<file path="config.mk">
export PLATFORM = sky130hd
export DESIGN_NAME = pc_brk_matcher
export DESIGN_NICKNAME = d
export VERILOG_FILES = /design/src/rtl/pcbrk_pkg.sv /design/src/rtl/pcbrk_rst_sync.sv /design/src/rtl/pcbrk_regs.sv /design/src/rtl/pcbrk_cmp.sv /design/src/rtl/pcbrk_trig.sv /design/src/rtl/pc_brk_matcher.sv
export SDC_FILE = /design/constraint.sdc
export NUM_CORES = 1
export LEC_CHECK = 0
export BUFFER_PORTS_ARGS = -buffer_cell sky130_fd_sc_hd__buf_4
export CAP_MARGIN = 20
export CORE_ASPECT_RATIO = 1.1
export CORE_MARGIN = 4
export CORE_UTILIZATION = 55
export CTS_BUF_LIST = sky130_fd_sc_hd__clkbuf_4 sky130_fd_sc_hd__clkbuf_8 sky130_fd_sc_hd__clkbuf_16
export DETAILED_ROUTE_END_ITERATION = 10
export GPL_ROUTABILITY_DRIVEN = 0
export GPL_TIMING_DRIVEN = 1
export PLACE_DENSITY = 0.75
export SYNTH_ARGS = -nofsm -noshare
export SYNTH_HDL_FRONTEND = slang
export SYNTH_SLANG_ARGS = --single-unit
</file>
<file path="constraint.sdc">
create_clock -name clk -period 7.1 [get_ports clk]
set_clock_uncertainty 0.1 [all_clocks]
set_input_delay 1.065 -clock clk [delete_from_list [all_inputs] [get_ports clk]]
set_output_delay 1.065 -clock clk [all_outputs]
set_load 0.02 [all_outputs]
</file>
<file path="src/rtl/pcbrk_pkg.sv">
package pcbrk_pkg;
  // control word bit positions (software-visible)
  localparam int unsigned CTL_EN_BIT  = 0;
  localparam int unsigned CTL_INV_BIT = 1;
  localparam int unsigned CTL_VLD_LSB = 2;

  typedef struct packed {
    logic en;
    logic inv;
  } trig_ctl_t;
endpackage

</file>
<file path="src/rtl/pcbrk_rst_sync.sv">
module pcbrk_rst_sync (
  input  logic clk,
  input  logic rst_n,
  output logic rst_sync_n
);
  logic [1:0] sync_q;

  always_ff @(posedge clk or negedge rst_n) begin
    if (!rst_n) sync_q <= 2'b00;
    else        sync_q <= {sync_q[0], 1'b1};
  end

  assign rst_sync_n = sync_q[1];
endmodule

</file>
<file path="src/rtl/pcbrk_regs.sv">
module pcbrk_regs
  import pcbrk_pkg::*;
#(
  parameter int unsigned ADDR_W    = 32,
  parameter int unsigned NUM_EXACT = 3,
  parameter int unsigned SEL_W     = 3
) (
  input  logic                               clk,
  input  logic                               rst_n,
  input  logic                               wr_en,
  input  logic [SEL_W-1:0]                   wr_sel,
  input  logic [ADDR_W-1:0]                  wr_data,
  output logic [NUM_EXACT:0][ADDR_W-1:0]     pbr,
  output logic [ADDR_W-1:0]                  mask,
  output logic [NUM_EXACT-1:0]               ent_vld,
  output trig_ctl_t                          ctl
);
  localparam int unsigned NUM_ENT = NUM_EXACT + 1;
  localparam int unsigned SEL_MSK = NUM_ENT;
  localparam int unsigned SEL_CTL = NUM_ENT + 1;
  localparam int unsigned CTL_W   = CTL_VLD_LSB + NUM_EXACT;

  logic [NUM_EXACT:0][ADDR_W-1:0] pbr_d, pbr_q;
  logic [ADDR_W-1:0] mask_d, mask_q;
  logic [CTL_W-1:0]  ctl_d, ctl_q;
  logic              unused_wr_hi;

  assign unused_wr_hi = ^wr_data[ADDR_W-1:CTL_W];

  for (genvar g = 0; g < NUM_ENT; g++) begin : g_ent
    logic ld;
    assign ld = wr_en && (wr_sel == SEL_W'(g));

    always_comb begin
      pbr_d[g] = pbr_q[g];
      if (ld) pbr_d[g] = wr_data;
    end

    always_ff @(posedge clk or negedge rst_n) begin
      if (!rst_n) pbr_q[g] <= '0;
      else        pbr_q[g] <= pbr_d[g];
    end
  end

  always_comb begin
    mask_d = mask_q;
    ctl_d  = ctl_q;
    if (wr_en && (wr_sel == SEL_W'(SEL_MSK))) mask_d = wr_data;
    if (wr_en && (wr_sel == SEL_W'(SEL_CTL))) ctl_d  = wr_data[CTL_W-1:0];
  end

  always_ff @(posedge clk or negedge rst_n) begin
    if (!rst_n) begin
      mask_q <= '0;
      ctl_q  <= '0;
    end else begin
      mask_q <= mask_d;
      ctl_q  <= ctl_d;
    end
  end

  assign pbr     = pbr_q;
  assign mask    = mask_q;
  assign ent_vld = ctl_q[CTL_W-1:CTL_VLD_LSB];
  assign ctl.en  = ctl_q[CTL_EN_BIT];
  assign ctl.inv = ctl_q[CTL_INV_BIT];

  // a write to the control select lands on the enable bit next cycle
  assert_ctl_write_R2: assert property (@(posedge clk) disable iff (!rst_n)
    (wr_en && wr_sel == SEL_W'(SEL_CTL)) |=> (ctl.en == $past(wr_data[CTL_EN_BIT])));
  // no write, no change of the mask
  assert_mask_hold_R2: assert property (@(posedge clk) disable iff (!rst_n)
    !wr_en |=> $stable(mask));
endmodule

</file>
<file path="src/rtl/pcbrk_cmp.sv">
module pcbrk_cmp #(
  parameter int unsigned ADDR_W    = 32,
  parameter int unsigned NUM_EXACT = 3
) (
  input  logic [ADDR_W-1:0]              pc,
  input  logic [NUM_EXACT:0][ADDR_W-1:0] pbr,
  input  logic [ADDR_W-1:0]              mask,
  input  logic [NUM_EXACT-1:0]           ent_vld,
  output logic [NUM_EXACT:0]             ent_hit,
  output logic                           hit
);
  // entry 0: masked compare, always participates
  assign ent_hit[0] = ~|((pc ^ pbr[0]) & ~mask);

  // entries 1..NUM_EXACT: exact compare gated by own valid bit
  for (genvar g = 1; g <= NUM_EXACT; g++) begin : g_exact
    assign ent_hit[g] = ent_vld[g-1] && (pc == pbr[g]);
  end

  assign hit = |ent_hit;
endmodule

</file>
<file path="src/rtl/pcbrk_trig.sv">
module pcbrk_trig
  import pcbrk_pkg::*;
(
  input  logic      clk,
  input  logic      rst_n,
  input  logic      pc_vld,
  input  logic      hit,
  input  trig_ctl_t ctl,
  output logic      trig
);
  logic qual;
  logic trig_d, trig_q;

  assign qual = pc_vld && ctl.en;

  always_comb begin
    trig_d = 1'b0;
    if (qual) trig_d = hit ^ ctl.inv;
  end

  always_ff @(posedge clk or negedge rst_n) begin
    if (!rst_n) trig_q <= 1'b0;
    else        trig_q <= trig_d;
  end

  assign trig = trig_q;

  // nothing fires without an enabled, valid program counter
  assert_quiet_unqualified_R6: assert property (@(posedge clk) disable iff (!rst_n)
    !(pc_vld && ctl.en) |=> !trig);
  // inside the region with invert set never fires
  assert_inverted_inside_R7: assert property (@(posedge clk) disable iff (!rst_n)
    (ctl.inv && hit) |=> !trig);
  // outside the region without invert never fires
  assert_plain_outside_R7: assert property (@(posedge clk) disable iff (!rst_n)
    (!ctl.inv && !hit) |=> !trig);
endmodule

</file>
<file path="src/rtl/pc_brk_matcher.sv">
module pc_brk_matcher
  import pcbrk_pkg::*;
#(
  parameter int unsigned ADDR_W    = 32,
  parameter int unsigned NUM_EXACT = 3
) (
  input  logic                          clk,
  input  logic                          rst_n,
  input  logic                          wr_en,
  input  logic [$clog2(NUM_EXACT+3)-1:0] wr_sel,
  input  logic [ADDR_W-1:0]             wr_data,
  input  logic [ADDR_W-1:0]             pc,
  input  logic                          pc_vld,
  output logic                          trig
);
  localparam int unsigned SEL_W = $clog2(NUM_EXACT + 3);

  logic                          rst_int_n;
  logic [NUM_EXACT:0][ADDR_W-1:0] pbr;
  logic [ADDR_W-1:0]             mask;
  logic [NUM_EXACT-1:0]          ent_vld;
  logic [NUM_EXACT:0]            ent_hit;
  logic                          hit;
  trig_ctl_t                     ctl;

  pcbrk_rst_sync i_rst_sync (
    .clk        (clk),
    .rst_n      (rst_n),
    .rst_sync_n (rst_int_n)
  );

  pcbrk_regs #(.ADDR_W(ADDR_W), .NUM_EXACT(NUM_EXACT), .SEL_W(SEL_W)) i_regs (
    .clk     (clk),
    .rst_n   (rst_int_n),
    .wr_en   (wr_en),
    .wr_sel  (wr_sel),
    .wr_data (wr_data),
    .pbr     (pbr),
    .mask    (mask),
    .ent_vld (ent_vld),
    .ctl     (ctl)
  );

  pcbrk_cmp #(.ADDR_W(ADDR_W), .NUM_EXACT(NUM_EXACT)) i_cmp (
    .pc      (pc),
    .pbr     (pbr),
    .mask    (mask),
    .ent_vld (ent_vld),
    .ent_hit (ent_hit),
    .hit     (hit)
  );

  pcbrk_trig i_trig (
    .clk    (clk),
    .rst_n  (rst_int_n),
    .pc_vld (pc_vld),
    .hit    (hit),
    .ctl    (ctl),
    .trig   (trig)
  );

  // every pulse traces back to a valid program counter one cycle earlier
  assert_pulse_source_R9: assert property (@(posedge clk) disable iff (!rst_int_n)
    trig |-> $past(pc_vld));
  // an exact entry hit survives any mask value
  assert_exact_unmasked_R4: assert property (@(posedge clk) disable iff (!rst_int_n)
    (pc_vld && ctl.en && !ctl.inv && ent_vld[0] && pc == pbr[1]) |=> trig);
  // masked equality on entry 0 fires when enabled and not inverted
  assert_masked_hit_R3: assert property (@(posedge clk) disable iff (!rst_int_n)
    (pc_vld && ctl.en && !ctl.inv && ((pc & ~mask) == (pbr[0] & ~mask))) |=> trig);
  // trigger is low while the internal reset is held
  always_comb begin
    if (!rst_int_n) assert_reset_low_R1: assert (!trig);
  end
endmodule

</file>
==> impl_metrics.yaml <==
outcome:
  status: "completed"
clock_network:
  htreeDepth: 4
  insertion_delay_ps: 420
  cts_sinks: 168
  cts_setup_buffers: 0
  clock_path_buffers: 2
  postCtsHoldBufs: 0
  clk_pin_slew_ps: 60
  cts_inserted_buffers: 17
  tritoncts: "yes"
  root_buffer: "clkbuf_16"
  cts.repair.resized: 0
synthesis:
  syn_area_sq_mm: 0.007740
  synth_cell_types: 26
  ys_ff_latch: 168
  ys_seq_area_frac: 0.5432
  syn_area_per_cell_sq_um: 13.97
  syn_nets: 625
  synthCells: 554
  yosys_warnings: 0
floorplan:
  die_y_um: 132.4
  std_cell_rows: 45
  core-area_sq_mm: 0.01379
  fp.dieW_um: 121.1
  io_pins: 72
  die_area_sq_mm: 0.01604
  start_util: 0.5611
worst_setup_path:
  cp_num_cells: 7
  cp_slowest_cell: "nor4_1"
  critPathKind: "primary input to flip-flop"
  crit_top_cell: "nor4_2"
  crit_family: "simple AND/OR/NAND/NOR gates"
  path_max_fanout: 4
  path_cells: "buf_4 -> xor2_1 -> nor4_1 -> nand4_1 -> nor4_2 -> nor4_2 -> mux2i_1"
  critPathLaunchType: "primary input"
  crit_required_ps: 7300
  path_buf_inv: 1
  max_stage_delay_ps: 520
  r2r_cells: 2
  arrival_ps: 2630
  crit_path_end_kind: "flip-flop"
hold_path:
  hold_depth: 0
  worstHoldPathType: "flip-flop to flip-flop"
place:
  dp_slack_ps: 4241
  dp_hpwl_mm: 13.52
  io_buffer_count: 71
global_route:
  grtUsageMet3: 0.06156
  grt_pass1_vias: 5222
  busiest_layer: "met2"
  grt_pass1_wl_mm: 29.58
  grtUsageMet1: 0.3131
  antenna_found_initial: 0
  grt_use_met2: 0.4124
  grt_overflow_total: 0
  track_usage: 0.2500
  grt_max_degree: 63
flow_run:
  cap_violations: 0
finish:
  drive_above_1_share: 0.4184
  nets: 703
  mostFrequentLayoutCells: "dfrtp_1, mux2_2, xor2_1"
  layout_commonest_cell: "dfrtp_1"
  fillers: 1014
  syn_to_final_growth_pct: 16.99
  antennaDiodeCount: 0
drt:
  drt-vias-per-instance: 5.710
  remaining_drc_errors: 0
  wl_mm: 18.77
  ant_nets: 0
  post_drt_wl_per_cell_um: 22.59
  firstDrtPassIters: 4
  vias: 4745
  drt_first_iter_violations: 303
timing:
  rsz0062_at_grt: "no"
  relSlewSlack: 0.4701
  period_minus_slack_ps: 2432
  setup_ws_ps: 4668
  finalMaxSlewViolations: 0
  fmax_mhz: 411.1
  fin_crit_sh: 0.3426
  worst_slew_pin_slew_ps: 794.8
  fin_setup_tns_ps: 0
  timing.final.hold_violations: 0
  finalSetupViolCount: 0
pwr:
  peakVddDrop_uv: 201.4
  power.density_mw_per_mm2: 299.3
  leakagePower_nw: 3.908
## state kept, by name (all words and copies together), names as in the netlist
register	cells
i_trig.trig	1
i_regs.ctl_q	5
i_regs.pbr	128
i_regs.mask	32
i_rst_sync.sync_q	2
## Yosys cell counts (all sizes together)
master | number | area (sq um)
clkbuf | 2 | 7.510
nor4b | 1 | 15.01
nor4bb | 2 | 20.02
conb | 1 | 3.750
a222oi | 1 | 10.01
nor3 | 5 | 35.03
or3 | 1 | 6.260
nor4 | 26 | 175.2
buf | 17 | 85.08
xnor2 | 39 | 341.6
mux2i | 1 | 10.01
o21ai | 3 | 15.01
nand3b | 1 | 7.510
nand4 | 4 | 25.02
nand4b | 2 | 17.52
nand3 | 5 | 25.02
dfrtp | 168 | 4204
mux2 | 163 | 1836
o22ai | 17 | 106.4
nand2 | 5 | 18.77
inv | 3 | 11.26
xor2 | 86 | 753.2
and4 | 1 | 11.26
## power breakdown
group | switching, mW | internal (mW)
Clock | 0.345 | 0.497
Sequential | 0.144 | 1.17
Combinational | 0.260 | 0.296
## metal layers
| layer | up-vias | routed length (um) |
|---|---|---|
| met4 | 0 | 662 |
| met3 | 35 | 941 |
| li1 | 2120 | - |
| met2 | 126 | 9465 |
| met1 | 2464 | 7702 |
| met5 | - | 0 |
## logic make-up after synthesis
group,count (synthesis),synth area share
compound gates,21,0.01697
mux,164,0.2384
buf+inv,22,0.01342
xor+xnor,125,0.1414
other cells,1,0.0004845
flops,168,0.5432
simple gates,53,0.04607
## worst paths after layout
path | from | to | slack [ps]
hold / removal | i_rst_sync.sync_q[0]$_DFF_PN0_ | i_rst_sync.sync_q[1]$_DFF_PN0_ | 250
max in group asynchronous | i_rst_sync.sync_q[1]$_DFF_PN0_ | i_regs.pbr[113]$_DFFE_PN0P_ | 4680
hold reg to reg | i_rst_sync.sync_q[0]$_DFF_PN0_ | i_rst_sync.sync_q[1]$_DFF_PN0_ | 250
setup reg to reg | i_rst_sync.sync_q[1]$_DFF_PN0_ | i_regs.pbr[113]$_DFFE_PN0P_ | 4680
setup / recovery | pc[25] | i_trig.trig$_DFF_PN0_ | 4670
min in group asynchronous | rst_n | i_rst_sync.sync_q[1]$_DFF_PN0_ | 320
## layout make-up
class / instances / area [sq um] / share of cell area
multi-input combinational: 364 / 3477 / 0.3840
tap: 188 / 235.2 / 0.02598
clock inverter: 4 / 20.02 / 0.002211
clock buffer: 26 / 518.0 / 0.05721
sequential: 168 / 4208 / 0.4647
inverter: 3 / 11.26 / 0.001244
timing repair buffer: 78 / 585.6 / 0.06467
## per-stage QoR
stage / power [mW] / hold WS, ps / cell area [sq um] / utilization / cells
after global placement: 1.853 / 239.7 / 8517 / 0.6174 / 801
after CTS: 2.724 / 250.6 / 9055 / 0.6564 / 831
after detailed placement: 1.880 / 237.3 / 8517 / 0.6174 / 801
after global routing: 2.833 / 252.1 / 9055 / 0.6564 / 831
after floorplan: 1.656 / 231.2 / 7740 / - / 554
final: 2.710 / 249.2 / 9055 / 0.6564 / 831
(Power assumes the default switching activity.)
